$ cat src/rtl/ptune_pkg.sv
package ptune_pkg;

    localparam int PHASE_W     = 3;
    localparam int NPH         = 1 << PHASE_W;
    localparam int WIDE_HALF   = 2;
    localparam int NARROW_HALF = 1;

    typedef logic [PHASE_W-1:0] phase_t;
    typedef logic [NPH-1:0]     mask_t;

    typedef enum logic [2:0] {
        ST_IDLE,
        ST_STEP,
        ST_LAUNCH,
        ST_WAIT,
        ST_WIDE,
        ST_NARROW
    } state_e;

    localparam phase_t PH_LAST = phase_t'(NPH - 1);

    // Circular right rotation of the candidate mask.
    function automatic mask_t rot_right(mask_t m, phase_t n);
        mask_t lo;
        mask_t hi;
        lo = m >> n;
        hi = m << (NPH - int'(n));
        return lo | hi;
    endfunction

    // Bits of a rotated mask that must pass for a window of +/- half phases.
    function automatic mask_t span_mask(int half);
        mask_t m;
        m = '0;
        for (int k = 0; k < NPH; k++) begin
            if (k <= half || k >= NPH - half) m[k] = 1'b1;
        end
        return m;
    endfunction

endpackage

$ cat src/rtl/ptune_mask.sv
module ptune_mask
    import ptune_pkg::*;
(
    input  logic   clk,
    input  logic   rst,
    input  logic   clr,
    input  logic   rec,
    input  logic   rec_pass,
    input  phase_t rec_phase,
    output mask_t  mask_q
);

    for (genvar b = 0; b < NPH; b++) begin : g_bit
        always_ff @(posedge clk) begin
            if (rst || clr) begin
                mask_q[b] <= 1'b0;
            end else if (rec && rec_pass && (rec_phase == phase_t'(b))) begin
                mask_q[b] <= 1'b1;
            end
        end
    end

endmodule

$ cat src/rtl/ptune_window.sv
module ptune_window
    import ptune_pkg::*;
(
    input  mask_t  mask,
    input  phase_t idx,
    output logic   hit_wide,
    output logic   hit_narrow
);

    localparam mask_t WIDE_NEED   = span_mask(WIDE_HALF);
    localparam mask_t NARROW_NEED = span_mask(NARROW_HALF);

    mask_t rot;

    always_comb begin
        rot        = rot_right(mask, idx);
        hit_wide   = ((rot & WIDE_NEED) == WIDE_NEED);
        hit_narrow = ((rot & NARROW_NEED) == NARROW_NEED);
    end

endmodule

$ cat src/rtl/ptune_ctrl.sv
module ptune_ctrl
    import ptune_pkg::*;
(
    input  logic   clk,
    input  logic   rst,
    input  logic   tune_req,
    input  phase_t cur_phase,
    input  logic   trial_done,
    input  logic   hit_wide,
    input  logic   hit_narrow,
    output phase_t scan_idx,
    output logic   mask_clr,
    output logic   mask_rec,
    output logic   field_inc,
    output logic   field_wr,
    output logic   busy,
    output logic   tmo_wr,
    output logic   trial_start,
    output logic   tune_done,
    output logic   tune_err
);

    state_e st_q, st_d;
    phase_t idx_q, idx_d;
    phase_t home_q, home_d;
    logic   done_d, err_d;

    always_comb begin
        st_d        = st_q;
        idx_d       = idx_q;
        home_d      = home_q;
        done_d      = 1'b0;
        err_d       = tune_err;
        mask_clr    = 1'b0;
        mask_rec    = 1'b0;
        field_inc   = 1'b0;
        field_wr    = 1'b0;
        tmo_wr      = 1'b0;
        trial_start = 1'b0;
        case (st_q)
            ST_IDLE: begin
                if (tune_req) begin
                    mask_clr = 1'b1;
                    home_d   = cur_phase;
                    err_d    = 1'b0;
                    st_d     = ST_STEP;
                end
            end
            ST_STEP: begin
                field_inc = 1'b1;
                tmo_wr    = 1'b1;
                st_d      = ST_LAUNCH;
            end
            ST_LAUNCH: begin
                trial_start = 1'b1;
                st_d        = ST_WAIT;
            end
            ST_WAIT: begin
                if (trial_done) begin
                    mask_rec = 1'b1;
                    if (cur_phase == home_q) begin
                        idx_d = '0;
                        st_d  = ST_WIDE;
                    end else begin
                        st_d  = ST_STEP;
                    end
                end
            end
            ST_WIDE: begin
                if (hit_wide) begin
                    field_wr = 1'b1;
                    done_d   = 1'b1;
                    st_d     = ST_IDLE;
                end else if (idx_q == PH_LAST) begin
                    idx_d = '0;
                    st_d  = ST_NARROW;
                end else begin
                    idx_d = phase_t'(idx_q + 1'b1);
                end
            end
            ST_NARROW: begin
                if (hit_narrow) begin
                    field_wr = 1'b1;
                    done_d   = 1'b1;
                    st_d     = ST_IDLE;
                end else if (idx_q == PH_LAST) begin
                    err_d  = 1'b1;
                    done_d = 1'b1;
                    st_d   = ST_IDLE;
                end else begin
                    idx_d = phase_t'(idx_q + 1'b1);
                end
            end
            default: st_d = ST_IDLE;
        endcase
    end

    always_ff @(posedge clk) begin
        if (rst) begin
            st_q      <= ST_IDLE;
            idx_q     <= '0;
            home_q    <= '0;
            tune_done <= 1'b0;
            tune_err  <= 1'b0;
        end else begin
            st_q      <= st_d;
            idx_q     <= idx_d;
            home_q    <= home_d;
            tune_done <= done_d;
            tune_err  <= err_d;
        end
    end

    assign busy     = (st_q != ST_IDLE);
    assign scan_idx = idx_q;

endmodule

$ cat src/rtl/phase_tune_engine.sv
module phase_tune_engine
    import ptune_pkg::*;
#(
    parameter int               REG_W     = 8,
    parameter int               TMO_W     = 16,
    parameter logic [REG_W-1:0] SEL_RESET = '0
)(
    input  logic               clk,
    input  logic               rst,
    input  logic               tune_start,
    input  logic               sel_load,
    input  logic [REG_W-1:0]   sel_wdata,
    output logic [REG_W-1:0]   clksel,
    output logic [PHASE_W-1:0] sample_phase,
    output logic               tmo_wr,
    output logic [TMO_W-1:0]   tmo_wdata,
    output logic               trial_start,
    input  logic               trial_done,
    input  logic               trial_pass,
    output logic               busy,
    output logic               tune_done,
    output logic               tune_err
);

    logic [REG_W-1:0] clksel_q;
    phase_t           field;
    phase_t           scan_idx;
    mask_t            mask_q;
    logic             mask_clr, mask_rec, field_inc, field_wr;
    logic             hit_wide, hit_narrow;

    assign field = clksel_q[PHASE_W-1:0];

    ptune_ctrl u_ctrl (
        .clk         (clk),
        .rst         (rst),
        .tune_req    (tune_start),
        .cur_phase   (field),
        .trial_done  (trial_done),
        .hit_wide    (hit_wide),
        .hit_narrow  (hit_narrow),
        .scan_idx    (scan_idx),
        .mask_clr    (mask_clr),
        .mask_rec    (mask_rec),
        .field_inc   (field_inc),
        .field_wr    (field_wr),
        .busy        (busy),
        .tmo_wr      (tmo_wr),
        .trial_start (trial_start),
        .tune_done   (tune_done),
        .tune_err    (tune_err)
    );

    ptune_mask u_mask (
        .clk       (clk),
        .rst       (rst),
        .clr       (mask_clr),
        .rec       (mask_rec),
        .rec_pass  (trial_pass),
        .rec_phase (field),
        .mask_q    (mask_q)
    );

    ptune_window u_window (
        .mask       (mask_q),
        .idx        (scan_idx),
        .hit_wide   (hit_wide),
        .hit_narrow (hit_narrow)
    );

    always_ff @(posedge clk) begin
        if (rst) begin
            clksel_q <= SEL_RESET;
        end else if (sel_load && !busy) begin
            clksel_q <= sel_wdata;
        end else if (field_inc) begin
            clksel_q[PHASE_W-1:0] <= phase_t'(field + 1'b1);
        end else if (field_wr) begin
            clksel_q[PHASE_W-1:0] <= scan_idx;
        end
    end

    assign clksel       = clksel_q;
    assign sample_phase = field;
    assign tmo_wdata    = '1;

endmodule

$ cat config.mk
export PLATFORM = sky130hd
export DESIGN_NAME = phase_tune_engine
export DESIGN_NICKNAME = d
export VERILOG_FILES = /design/src/rtl/ptune_pkg.sv /design/src/rtl/ptune_mask.sv /design/src/rtl/ptune_window.sv /design/src/rtl/ptune_ctrl.sv /design/src/rtl/phase_tune_engine.sv
export SDC_FILE = /design/constraint.sdc
export NUM_CORES = 1
export LEC_CHECK = 0
export ABC_AREA = 1
export BUFFER_PORTS_ARGS = -buffer_cell sky130_fd_sc_hd__buf_2
export CAP_MARGIN = 40
export CORE_AREA = 2 2 66 68
export DETAILED_ROUTE_END_ITERATION = 7
export DIE_AREA = 0 0 68 70
export PLACE_DENSITY = 0.74
export SLEW_MARGIN = 20
export SYNTH_ARGS = -nofsm -noshare
export SYNTH_HDL_FRONTEND = slang
export SYNTH_SLANG_ARGS = --single-unit
$ cat constraint.sdc
create_clock -name clk -period 2.39 [get_ports clk]
set_input_delay 0.3585 -clock clk [delete_from_list [all_inputs] [get_ports clk]]
set_output_delay 0.3585 -clock clk [all_outputs]
set_load 0.03 [all_outputs]
==> impl_metrics.prom, run 1 <==
# TYPE chip_impl_metric gauge
chip_impl_metric{name="pin_count_of_the_biggest_net_entering_global_routing",unit=""} 17
chip_impl_info{name="worst_setup_path_type",value="reg -> reg"} 1
chip_impl_metric{name="cts_post_setup_buffers_inserted",unit=""} 0
chip_impl_metric{name="report.final.slew_viol_count",unit=""} 0
chip_impl_metric{name="h-tree-depth",unit=""} 1
chip_impl_info{name="run_status",value="finished clean"} 1
chip_impl_metric{name="gr-total-overflow",unit=""} 0
chip_impl_metric{name="setup_violations",unit=""} 0
chip_impl_metric{name="cts-root-to-sink-buffers",unit=""} 2
chip_impl_metric{name="routed_wirelength",unit="mm"} 4.314
chip_impl_metric{name="detail_route.drc_violations",unit=""} 0
chip_impl_metric{name="syn-cell-area",unit="mm2"} 0.001976
chip_impl_metric{name="finish.cell_count_without_fillers",unit=""} 385
chip_impl_info{name="layout.cells.most_common",value="sky130_fd_sc_hd__nand2_1"} 1
chip_impl_metric{name="synth.top_cell.area_share",unit="%"} 27.36
chip_impl_metric{name="vias_in_the_first_global_route",unit=""} 1704
chip_impl_info{name="grt_busiest_layer",value="met2"} 1
chip_impl_metric{name="vdd.ir_drop.worst",unit="V"} 0.0005897
chip_impl_metric{name="cts.clk_slew.worst_paths",unit="ns"} 0.10
chip_impl_metric{name="synth_xor_xnor_area_share",unit="%"} 2.723
chip_impl_metric{name="max-slew-margin-rel",unit="%"} 66.57
chip_impl_metric{name="gp_routability_congestion",unit=""} 0.9074
chip_impl_metric{name="full_die_area",unit="mm2"} 0.004760
chip_impl_info{name="worst_setup_path_end_kind",value="register"} 1
chip_impl_info{name="crit_start_category",value="register"} 1
chip_impl_metric{name="flop_and_latch_count_out_of_synthesis",unit=""} 27
chip_impl_info{name="most-common-layout-cells",value="sky130_fd_sc_hd__nand2_1 (100), sky130_fd_sc_hd__nand3_1 (33), sky130_fd_sc_hd__inv_1 (31)"} 1
chip_impl_metric{name="grt_pass1_wl",unit="mm"} 7.500
chip_impl_metric{name="detailedRoute.firstPassIterationCount",unit=""} 4
chip_impl_metric{name="final_cell_area",unit="mm2"} 0.002125
chip_impl_info{name="synth_top_family_by_area",value="simple AND/OR/NAND/NOR gates"} 1
chip_impl_metric{name="numCtsBuffers",unit=""} 3
chip_impl_metric{name="critPathRequiredTime",unit="ns"} 2.57
chip_impl_metric{name="power-per-cell-area",unit="mW/mm2"} 818.3
chip_impl_info{name="rsz0062_at_grt",value="no"} 1
chip_impl_metric{name="dp_hpwl",unit="mm"} 3.455
chip_impl_metric{name="fraction_of_final_layout_cells_with_drive_strength_greater_than_1",unit="%"} 17.42
chip_impl_info{name="synthFlopType",value="sky130_fd_sc_hd__dfxtp_1"} 1
chip_impl_metric{name="use_met1",unit="%"} 27.43
chip_impl_metric{name="nNetsFinal",unit=""} 357
chip_impl_metric{name="fp.dieW",unit="um"} 68
chip_impl_metric{name="synth.area.mux_share",unit="%"} 0
chip_impl_metric{name="synth-adder-area-share",unit="%"} 5.700
chip_impl_metric{name="sequential_area_share_after_synthesis",unit="%"} 27.36
chip_impl_metric{name="dr.first_iter.drc_count",unit=""} 169
chip_impl_metric{name="yosysUniqueCellTypes",unit=""} 30
chip_impl_metric{name="synthesis.yosys.warnings",unit=""} 0
chip_impl_metric{name="layout.area.seq",unit="um2"} 541.8
chip_impl_metric{name="multiInputGateArea",unit="mm2"} 0.001172
chip_impl_info{name="tritoncts",value="built"} 1
chip_impl_metric{name="report.power.total",unit="mW"} 1.738
chip_impl_metric{name="core_area",unit="mm2"} 0.004144
chip_impl_metric{name="post_dp_cell_area",unit="mm2"} 0.002072
chip_impl_metric{name="groute.layer.met3.usage",unit="%"} 1.771
chip_impl_metric{name="drt.antenna.violating_nets",unit=""} 0
chip_impl_metric{name="postSynthAreaPerCell",unit="um2"} 6.414
chip_impl_metric{name="die_y",unit="um"} 70
chip_impl_metric{name="finalWorstSetupSlack",unit="ns"} 0.2685
chip_impl_metric{name="detailedPlace.worstSlack",unit="ns"} 0.1880
chip_impl_metric{name="worst_margin_pin_slew",unit="ns"} 0.5007
chip_impl_metric{name="antennaDiodeCount",unit=""} 0
chip_impl_metric{name="maxCapViolCount",unit=""} 0
chip_impl_metric{name="finalSetupTns",unit="ns"} 0
chip_impl_metric{name="gr-usage-all-layers",unit="%"} 19.57
chip_impl_metric{name="initial_antenna_violation_count",unit=""} 0
chip_impl_metric{name="insertion_delay",unit="ns"} 0.28
chip_impl_metric{name="final_skew",unit="ns"} 0.01178
chip_impl_metric{name="leakagePower",unit="nW"} 1.049
chip_impl_metric{name="async_reset_ff_share",unit="%"} 0
chip_impl_metric{name="crit_fanout",unit=""} 9
chip_impl_metric{name="via_per_inst",unit=""} 4.886
chip_impl_metric{name="final.period_utilization",unit="%"} 88.77
chip_impl_metric{name="number_of_vias_after_detailed_routing",unit=""} 1881
chip_impl_metric{name="timing.hold.ws",unit="ns"} 0.3124
chip_impl_metric{name="timing_hold_violations_final",unit=""} 0
chip_impl_metric{name="drt-wirelength-per-cell",unit="um"} 11.21
chip_impl_metric{name="met2_usage",unit="%"} 31.93
chip_impl_metric{name="clock_sinks",unit=""} 27
chip_impl_info{name="synthTopCellsByArea",value="sky130_fd_sc_hd__dfxtp_1 (27%), sky130_fd_sc_hd__nand2_1 (19%), sky130_fd_sc_hd__nand3_1 (8.4%)"} 1
chip_impl_info{name="clock_root_buffer",value="sky130_fd_sc_hd__clkbuf_8"} 1
chip_impl_metric{name="cell_count_post_placement",unit=""} 381
chip_impl_info{name="synth_top_cell_by_area",value="sky130_fd_sc_hd__dfxtp_1"} 1
chip_impl_metric{name="period_needed",unit="ns"} 2.122
chip_impl_metric{name="worstPathArrival",unit="ns"} 2.31
chip_impl_metric{name="layout.filler_cells",unit=""} 431
chip_impl_metric{name="synthSimpleGateAreaFrac",unit="%"} 39.33
chip_impl_info{name="hold_path_class",value="in -> reg"} 1
chip_impl_metric{name="num_io_pins",unit=""} 46
chip_impl_metric{name="area_growth_syn_to_layout",unit="%"} 7.537
chip_impl_metric{name="synth_compound_area_share",unit="%"} 8.423
chip_impl_metric{name="final_core_util",unit="%"} 51.27
chip_impl_metric{name="core.rowCount",unit=""} 24
chip_impl_metric{name="number_of_cells_produced_by_synthesis",unit=""} 308
chip_impl_metric{name="initial_utilization",unit="%"} 47.68
chip_impl_metric{name="clock.fmax",unit="MHz"} 471.4
chip_impl_metric{name="portBuffers",unit=""} 29
chip_impl_metric{name="number_of_synthesized_flops_with_an_enable_pin",unit=""} 0
what timing repair did:
item                       4_1_cts  5_1_grt
setup endpoints to repair        0        7
hold buffers                     0        0
hold endpoints to repair         0        0
resized for setup                0        2
cell type report:
| cell class | count | share of cell area, % |
|---|---|---|
| repair buffers | 31 | 7.538 |
| flip-flops and latches | 27 | 25.50 |
| multi-input cells | 235 | 55.18 |
| clock buffers | 3 | 1.943 |
| well taps | 52 | 3.062 |
| inverters | 36 | 6.419 |
| clock inverters | 1 | 0.3534 |
cell families after synthesis:
kind of cell               count (synthesis)
xor gates and xnor gates                   4
AOI/OAI and AO/OA                         31
DFF                                       27
other                                      1
buffers and inverters                     61
and+or+nand+nor                          175
adders and majority gates                  9
worst max-delay path, cell delays in order (launching register included):
cell                      delay (ns)
sky130_fd_sc_hd__dfxtp_2        0.40
sky130_fd_sc_hd__inv_2          0.10
sky130_fd_sc_hd__ha_2           0.42
sky130_fd_sc_hd__inv_1          0.11
sky130_fd_sc_hd__nand3_1        0.11
sky130_fd_sc_hd__nand3_1        0.08
sky130_fd_sc_hd__nand3_1        0.08
sky130_fd_sc_hd__nand2_1        0.07
sky130_fd_sc_hd__inv_1          0.09
sky130_fd_sc_hd__nor2_4         0.05
sky130_fd_sc_hd__nand2_1        0.10
sky130_fd_sc_hd__nand2_2        0.07
sky130_fd_sc_hd__nor2_4         0.16
sky130_fd_sc_hd__nand2_1        0.07
sky130_fd_sc_hd__nand2_1        0.07
sky130_fd_sc_hd__nor2_2         0.04
cell usage after synthesis, types with 2 or more instances:
library cell               number
sky130_fd_sc_hd__a21oi_1       20
sky130_fd_sc_hd__buf_4         20
sky130_fd_sc_hd__buf_6          2
sky130_fd_sc_hd__clkbuf_1       2
sky130_fd_sc_hd__dfxtp_1       27
sky130_fd_sc_hd__ha_1           9
sky130_fd_sc_hd__inv_1         31
sky130_fd_sc_hd__inv_2          3
sky130_fd_sc_hd__nand2_1      100
sky130_fd_sc_hd__nand2_2        5
sky130_fd_sc_hd__nand3_1       33
sky130_fd_sc_hd__nand3_2        2
sky130_fd_sc_hd__nand4_1        3
sky130_fd_sc_hd__nor2_1        25
sky130_fd_sc_hd__nor2_2         2
sky130_fd_sc_hd__nor2_4         2
sky130_fd_sc_hd__nor3_2         2
sky130_fd_sc_hd__o21ai_0        7
sky130_fd_sc_hd__xnor2_1        2
power by group:
group / internal, mW / leakage (nW) / total (mW) / switching [mW]
Sequential: 0.511 / 0.220 / 0.596 / 0.0845
Clock: 0.118 / 0.0217 / 0.268 / 0.150
Combinational: 0.270 / 0.807 / 0.874 / 0.604
Total: 0.900 / 1.05 / 1.74 / 0.838
registers in the layout (all words and copies together), names as in the netlist:
register / count
u_ctrl.home_q: 3
clksel: 8
u_mask.mask_q: 8
u_ctrl.st_q: 3
u_ctrl.tune_done: 1
u_ctrl.scan_idx: 3
u_ctrl.tune_err: 1
metal layers:
layer  share of wire [%]  wire, um
met5                   0         0
met4                 1.3        56
met3                 4.7       201
met2                  49      2118
met1                  45      1937
final timing paths:
| check | from | end | slack [ns] | cells past startpoint |
|---|---|---|---|---|
| setup / recovery | u_ctrl.scan_idx[1] | clksel[1] | 0.27 | 15 |
| hold / removal | sel_wdata[5] | clksel[5] | 0.31 | 3 |
| setup reg to reg | u_ctrl.scan_idx[1] | clksel[1] | 0.27 | 15 |
| hold reg to reg | clksel[4] | clksel[4] | 0.47 | 2 |
Power figures use the tool's default switching activity.
==> run 2: changes to the inputs <==
--- a/config.mk
+++ b/config.mk
@@ -8,10 +8,9 @@
 export ABC_AREA = 1
 export BUFFER_PORTS_ARGS = -buffer_cell sky130_fd_sc_hd__buf_2
 export CAP_MARGIN = 40
-export CORE_AREA = 2 2 66 68
+export CORE_AREA = 2 2 74 76
 export DETAILED_ROUTE_END_ITERATION = 7
-export DIE_AREA = 0 0 68 70
-export PLACE_DENSITY = 0.74
+export DIE_AREA = 0 0 76 78
 export SLEW_MARGIN = 20
 export SYNTH_ARGS = -nofsm -noshare
 export SYNTH_HDL_FRONTEND = slang
==> run 2 against run 1 <==
Effect of this change: non-clock buffer count up 2; flip-flop and latch count unchanged; first-iteration DRC count up 36%; critical path depth up 1; combinational power up 3.2%; via count up 1.7%; fmax up 0.69%; sequential share of layout area down 0.44 points; die area up 25%; clock-buffer cell count unchanged; setup slack better by 0.015 ns; register-to-register slack about the same; largest cell class unchanged.
==> impl_metrics.prom, run 2 (synthesis results as in run 1) <==
# TYPE chip_impl_metric gauge
chip_impl_info{name="run_status",value="finished clean"} 1
chip_impl_metric{name="maxCapViolCount",unit=""} 0
chip_impl_metric{name="hold_depth",unit=""} 3
chip_impl_metric{name="max-slew-margin-rel",unit="%"} 65.48
chip_impl_metric{name="initial_utilization",unit="%"} 39.18
chip_impl_metric{name="vdd.ir_drop.worst",unit="V"} 0.0004606
chip_impl_metric{name="routed_wirelength",unit="mm"} 4.617
chip_impl_metric{name="num_io_pins",unit=""} 46
chip_impl_metric{name="worstPathArrival",unit="ns"} 2.29
chip_impl_metric{name="number_of_vias_after_detailed_routing",unit=""} 1913
chip_impl_info{name="crit_start_category",value="register"} 1
chip_impl_metric{name="detailedPlace.worstSlack",unit="ns"} 0.1686
chip_impl_metric{name="die_y",unit="um"} 78
chip_impl_metric{name="leakagePower",unit="nW"} 1.060
chip_impl_metric{name="finalSetupTns",unit="ns"} 0
chip_impl_metric{name="fraction_of_final_layout_cells_with_drive_strength_greater_than_1",unit="%"} 17.91
chip_impl_metric{name="power_frac_seq",unit="%"} 33.1
chip_impl_metric{name="power_frac_comb",unit="%"} 51.1
chip_impl_metric{name="detailedRoute.firstPassIterationCount",unit=""} 4
chip_impl_metric{name="reg2reg_depth",unit=""} 16
chip_impl_metric{name="cts-root-to-sink-buffers",unit=""} 2
chip_impl_metric{name="core.rowCount",unit=""} 26
chip_impl_metric{name="detail_route.drc_violations",unit=""} 0
chip_impl_metric{name="portBuffers",unit=""} 29
chip_impl_metric{name="dp_hpwl",unit="mm"} 3.641
chip_impl_info{name="layout.cells.most_common",value="sky130_fd_sc_hd__nand2_1"} 1
chip_impl_metric{name="pin_count_of_the_biggest_net_entering_global_routing",unit=""} 17
chip_impl_metric{name="switching_share",unit="%"} 48.28
chip_impl_metric{name="drt.antenna.violating_nets",unit=""} 0
chip_impl_metric{name="nNetsFinal",unit=""} 359
chip_impl_metric{name="cts.clk_slew.worst_paths",unit="ns"} 0.10
chip_impl_metric{name="final_skew",unit="ns"} 0.007173
chip_impl_metric{name="full_die_area",unit="mm2"} 0.005928
chip_impl_metric{name="numCtsBuffers",unit=""} 3
chip_impl_metric{name="timing_hold_violations_final",unit=""} 0
chip_impl_metric{name="antennaDiodeCount",unit=""} 0
chip_impl_metric{name="internal-power",unit="mW"} 0.9119
chip_impl_metric{name="report.final.slew_viol_count",unit=""} 0
chip_impl_metric{name="gr-total-overflow",unit=""} 0
chip_impl_metric{name="final_core_util",unit="%"} 42.88
chip_impl_metric{name="final.period_utilization",unit="%"} 88.16
chip_impl_metric{name="critPathRequiredTime",unit="ns"} 2.58
chip_impl_metric{name="finalWorstSetupSlack",unit="ns"} 0.2830
chip_impl_metric{name="insertion_delay",unit="ns"} 0.29
chip_impl_metric{name="report.power.total",unit="mW"} 1.763
chip_impl_metric{name="drt-wirelength-per-cell",unit="um"} 11.40
chip_impl_info{name="rsz0062_at_grt",value="no"} 1
chip_impl_info{name="hold_path_class",value="in -> reg"} 1
chip_impl_info{name="most-common-layout-cells",value="sky130_fd_sc_hd__nand2_1 (100), sky130_fd_sc_hd__nand3_1 (33), sky130_fd_sc_hd__inv_1 (31)"} 1
chip_impl_metric{name="via_per_inst",unit=""} 4.723
chip_impl_info{name="tritoncts",value="built"} 1
chip_impl_metric{name="dr.first_iter.drc_count",unit=""} 230
chip_impl_metric{name="core_area",unit="mm2"} 0.005042
chip_impl_metric{name="cell_count_post_placement",unit=""} 401
chip_impl_metric{name="period_needed",unit="ns"} 2.107
chip_impl_metric{name="gr-usage-all-layers",unit="%"} 15.95
chip_impl_info{name="clock_root_buffer",value="sky130_fd_sc_hd__clkbuf_8"} 1
chip_impl_metric{name="area_growth_syn_to_layout",unit="%"} 9.436
chip_impl_metric{name="netSwitchingPower",unit="mW"} 0.8514
chip_impl_metric{name="grt_pass1_wl",unit="mm"} 7.817
chip_impl_metric{name="gp_routability_congestion",unit=""} 0.8952
chip_impl_info{name="worst_setup_path_type",value="reg -> reg"} 1
chip_impl_info{name="worst_setup_path_end_kind",value="register"} 1
chip_impl_metric{name="crit_fanout",unit=""} 9
chip_impl_metric{name="power-per-cell-area",unit="mW/mm2"} 815.5
chip_impl_metric{name="initial_antenna_violation_count",unit=""} 0
chip_impl_metric{name="worst_margin_pin_slew",unit="ns"} 0.5171
chip_impl_metric{name="fp.dieW",unit="um"} 76
chip_impl_metric{name="clock.fmax",unit="MHz"} 474.6
chip_impl_metric{name="clock_sinks",unit=""} 27
chip_impl_metric{name="power_frac_clock",unit="%"} 15.7
chip_impl_metric{name="vias_in_the_first_global_route",unit=""} 1796
chip_impl_metric{name="h-tree-depth",unit=""} 1
chip_impl_metric{name="finish.cell_count_without_fillers",unit=""} 405
chip_impl_metric{name="setup_violations",unit=""} 0
[run 2: cell count changes in the layout (fill, tap and decap cells not counted), sizes merged]
cell,change
buf,+2
[run 2: per-layer routing]
| layer | GRT usage [%] | share of wire (%) | vias up |
|---|---|---|---|
| met4 | 5.818 | 1.6 | 0 |
| met5 | 0 | 0 | - |
| met1 | 20.30 | 48 | 860 |
| met3 | 1.395 | 4.1 | 9 |
| met2 | 28.21 | 46 | 61 |
| li1 | - | - | 983 |
[run 2: power by group through the flow]
stage / Sequential (mW) / Combinational (mW) / Clock, mW
2_1_floorplan: 0.648 / 0.675 / 0
3_3_place_gp: 0.595 / 0.900 / 0
3_5_place_dp: 0.593 / 0.898 / 0
4_1_cts: 0.585 / 0.901 / 0.285
5_1_grt: 0.596 / 1.02 / 0.299
6_report: 0.584 / 0.902 / 0.278
[run 2: stage by stage]
step                      hold WS [ns]  area (um2)
after detailed placement        0.4542        2110
after floorplan                 0.4279        2032
after global routing            0.3296        2162
after global placement          0.4489        2110
final                           0.3058        2162
after CTS                       0.3021        2158
[run 2: worst paths after layout]
check / startpoint / end / slack, ns
worst min register to register: clksel[4] / clksel[4] / 0.47
worst max register to register: u_ctrl.scan_idx[1] / clksel[1] / 0.28
worst max-delay path: u_ctrl.scan_idx[1] / clksel[1] / 0.28
worst min-delay path: sel_wdata[4] / clksel[4] / 0.31
[run 2: worst max-delay path, cell delays in order (launching register included)]
cell                      delay (ns)
sky130_fd_sc_hd__dfxtp_2        0.37
sky130_fd_sc_hd__inv_2          0.15
sky130_fd_sc_hd__ha_2           0.35
sky130_fd_sc_hd__inv_1          0.13
sky130_fd_sc_hd__nand3_1        0.09
sky130_fd_sc_hd__nand2_1        0.08
sky130_fd_sc_hd__nand2_1        0.05
sky130_fd_sc_hd__nand3_1        0.07
sky130_fd_sc_hd__nand2_1        0.07
sky130_fd_sc_hd__inv_1          0.09
sky130_fd_sc_hd__nor2_4         0.05
sky130_fd_sc_hd__nand2_1        0.10
sky130_fd_sc_hd__nand2_2        0.07
sky130_fd_sc_hd__nor2_4         0.16
sky130_fd_sc_hd__nand2_1        0.06
sky130_fd_sc_hd__nand2_1        0.07
sky130_fd_sc_hd__nor2_2         0.04
[run 2: cell type report]
cell class                 count  area (um2)
sequential                    27       541.8
multi-input combinational    235        1172
timing repair buffer          33       175.2
clock inverter                 1       7.507
clock buffer                   3       41.29
tap                           70       87.58
inverter                      36       136.4
fill                         546        2880
[run 2: what timing repair did]
action	CTS	global route
resized for setup	0	2
setup buffers	0	0
endpoints found under the hold margin	0	0
endpoints found under the setup margin	0	7
hold buffers	0	0
==> run 3: changes to the inputs <==
--- a/config.mk
+++ b/config.mk
@@ -8,9 +8,9 @@
 export ABC_AREA = 1
 export BUFFER_PORTS_ARGS = -buffer_cell sky130_fd_sc_hd__buf_2
 export CAP_MARGIN = 40
-export CORE_AREA = 2 2 74 76
+export CORE_AREA = 8 8 80 82
 export DETAILED_ROUTE_END_ITERATION = 7
-export DIE_AREA = 0 0 76 78
+export DIE_AREA = 0 0 88 90
 export SLEW_MARGIN = 20
 export SYNTH_ARGS = -nofsm -noshare
 export SYNTH_HDL_FRONTEND = slang
==> run 3 against run 2 <==
Effect of this change: utilization is 1.6 points lower; routed wire length is 5.4% higher; largest power group unchanged; first-iteration DRC count is 60% lower; register-to-register slack hardly changed; setup slack hardly changed; critical path depth is 1 lower.
==> impl_metrics.prom, run 3 (synthesis results as in run 1) <==
# TYPE chip_impl_metric gauge
chip_impl_metric{name="drt-wirelength-per-cell",unit="um"} 11.96
chip_impl_metric{name="worstPathArrival",unit="ns"} 2.28
chip_impl_metric{name="number_of_vias_after_detailed_routing",unit=""} 1877
chip_impl_metric{name="vias_in_the_first_global_route",unit=""} 1869
chip_impl_metric{name="power_frac_seq",unit="%"} 33.4
chip_impl_metric{name="setup_violations",unit=""} 0
chip_impl_metric{name="internal-power",unit="mW"} 0.9110
chip_impl_metric{name="cts-root-to-sink-buffers",unit=""} 2
chip_impl_metric{name="leakagePower",unit="nW"} 1.061
chip_impl_metric{name="pin_count_of_the_biggest_net_entering_global_routing",unit=""} 16
chip_impl_info{name="worst_setup_path_type",value="reg -> reg"} 1
chip_impl_metric{name="die_y",unit="um"} 90
chip_impl_metric{name="maxCapViolCount",unit=""} 0
chip_impl_info{name="most-common-layout-cells",value="sky130_fd_sc_hd__nand2_1 (100), sky130_fd_sc_hd__nand3_1 (33), sky130_fd_sc_hd__inv_1 (31)"} 1
chip_impl_metric{name="fp.dieW",unit="um"} 88
chip_impl_info{name="crit_start_category",value="register"} 1
chip_impl_metric{name="finalSetupTns",unit="ns"} 0
chip_impl_metric{name="critical-path-max-stage-delay",unit="ns"} 0.43
chip_impl_metric{name="drt.antenna.violating_nets",unit=""} 0
chip_impl_metric{name="h-tree-depth",unit=""} 1
chip_impl_metric{name="initial_utilization",unit="%"} 37.73
chip_impl_metric{name="gp_routability_congestion",unit=""} 0.8951
chip_impl_info{name="tritoncts",value="built"} 1
chip_impl_metric{name="timing_hold_violations_final",unit=""} 0
chip_impl_metric{name="worst_margin_pin_slew",unit="ns"} 0.4996
chip_impl_info{name="critPathLaunch",value="u_ctrl.scan_idx[1]"} 1
chip_impl_metric{name="power_frac_clock",unit="%"} 14.9
chip_impl_metric{name="period_needed",unit="ns"} 2.107
chip_impl_metric{name="final_skew",unit="ns"} 0.002135
chip_impl_metric{name="critPathRequiredTime",unit="ns"} 2.56
chip_impl_metric{name="switching_share",unit="%"} 47.92
chip_impl_info{name="crit_slowest_cell",value="sky130_fd_sc_hd__ha_2"} 1
chip_impl_metric{name="detailedRoute.firstPassIterationCount",unit=""} 4
chip_impl_metric{name="cts.clk_slew.worst_paths",unit="ns"} 0.09
chip_impl_metric{name="core.rowCount",unit=""} 27
chip_impl_metric{name="detail_route.drc_violations",unit=""} 0
chip_impl_metric{name="final.period_utilization",unit="%"} 88.16
chip_impl_metric{name="gr-usage-all-layers",unit="%"} 12.70
chip_impl_metric{name="cts_post_setup_buffers_inserted",unit=""} 0
chip_impl_info{name="hold_start",value="sel_wdata[4]"} 1
chip_impl_metric{name="power_frac_comb",unit="%"} 51.6
chip_impl_metric{name="clock_sinks",unit=""} 27
chip_impl_metric{name="initial_antenna_violation_count",unit=""} 0
chip_impl_metric{name="post_cts.resized_instances",unit=""} 0
chip_impl_metric{name="gr-total-overflow",unit=""} 0
chip_impl_info{name="run_status",value="finished clean"} 1
chip_impl_metric{name="fraction_of_final_layout_cells_with_drive_strength_greater_than_1",unit="%"} 17.61
chip_impl_metric{name="via_per_inst",unit=""} 4.612
chip_impl_metric{name="cts_hold_repair.buffers",unit=""} 0
chip_impl_metric{name="crit_fanout",unit=""} 9
chip_impl_metric{name="core_area",unit="mm2"} 0.005236
chip_impl_metric{name="clock.fmax",unit="MHz"} 474.6
chip_impl_metric{name="power-per-cell-area",unit="mW/mm2"} 809.5
chip_impl_metric{name="routed_wirelength",unit="mm"} 4.868
chip_impl_info{name="layout.cells.most_common",value="sky130_fd_sc_hd__nand2_1"} 1
chip_impl_metric{name="nNetsFinal",unit=""} 359
chip_impl_metric{name="netSwitchingPower",unit="mW"} 0.8381
chip_impl_metric{name="num_io_pins",unit=""} 46
chip_impl_metric{name="antennaDiodeCount",unit=""} 0
chip_impl_metric{name="area_growth_syn_to_layout",unit="%"} 9.373
chip_impl_info{name="rr_startpoint",value="u_ctrl.scan_idx[1]"} 1
chip_impl_metric{name="insertion_delay",unit="ns"} 0.27
chip_impl_metric{name="numCtsBuffers",unit=""} 3
chip_impl_info{name="hold_path_class",value="in -> reg"} 1
chip_impl_metric{name="dp_hpwl",unit="mm"} 3.980
chip_impl_metric{name="full_die_area",unit="mm2"} 0.007920
chip_impl_metric{name="report.final.slew_viol_count",unit=""} 0
chip_impl_metric{name="grt_pass1_wl",unit="mm"} 8.438
chip_impl_info{name="critical-path-top-cell-by-count",value="sky130_fd_sc_hd__nand2_1"} 1
chip_impl_info{name="worst_setup_path_end_kind",value="register"} 1
chip_impl_metric{name="final_core_util",unit="%"} 41.27
chip_impl_info{name="rsz0062_at_grt",value="no"} 1
chip_impl_metric{name="vdd.ir_drop.worst",unit="V"} 0.0004470
chip_impl_metric{name="max-slew-margin-rel",unit="%"} 66.65
chip_impl_metric{name="portBuffers",unit=""} 29
chip_impl_metric{name="dr.first_iter.drc_count",unit=""} 91
chip_impl_info{name="crit_chain",value="inv_2, ha_2, inv_1, nand3_1, nand3_1, nand3_1, nand2_1, inv_1, nor2_4, nand2_1, nand2_2, nor2_4, nand2_1, nand2_1, nor2_2"} 1
chip_impl_info{name="clock_root_buffer",value="sky130_fd_sc_hd__clkbuf_8"} 1
run 3: stage by stage:
step                cells  power [mW]  hold WS, ns  setup slack, ns  area (um2)
floorplan             323       1.322       0.4279           0.3583        2032
global placement      403       1.501       0.4508           0.2596        2112
detailed placement    403       1.497       0.4587           0.1558        2112
CTS                   407       1.758       0.3229           0.1474        2157
global route          407       1.899       0.3251          0.08173        2161
finish                407       1.749       0.3259           0.2830        2161
run 3: layout make-up:
| type | instances | area, um2 |
|---|---|---|
| tap | 72 | 90.09 |
| fill | 597 | 3075 |
| sequential | 27 | 541.8 |
| inverter | 36 | 136.4 |
| timing repair buffer | 33 | 175.2 |
| multi-input combinational | 235 | 1172 |
| clock buffer | 4 | 45.04 |
run 3: path summary, 6_finish.rpt:
path	slack (ns)	to	cells past startpoint
max	0.28	clksel[1]	15
min	0.33	clksel[4]	3
max reg2reg	0.28	clksel[1]	15
min reg2reg	0.47	clksel[6]	2
run 3: power by group through the flow:
stage	registers, mW	clock network [mW]	logic (mW)
final	0.585	0.261	0.903
after global routing	0.596	0.290	1.01
after CTS	0.584	0.267	0.907
after detailed placement	0.594	0	0.903
after global placement	0.595	0	0.906
after floorplan	0.648	0	0.675
run 3: per-layer routing:
| metal | routed length [um] | GRT usage (%) |
|---|---|---|
| met1 | 2254 | 16.51 |
| met2 | 2266 | 20.78 |
| met5 | 0 | 0 |
| met3 | 318 | 2.730 |
| met4 | 29 | 2.296 |
run 3: worst max-delay path, delay by kind of cell, from the launching register on:
family / cells / cell delay [ns]
adders and majority gates: 1 / 0.43
DFF: 1 / 0.40
and+or+nand+nor: 11 / 0.87
buffers and inverters: 3 / 0.30
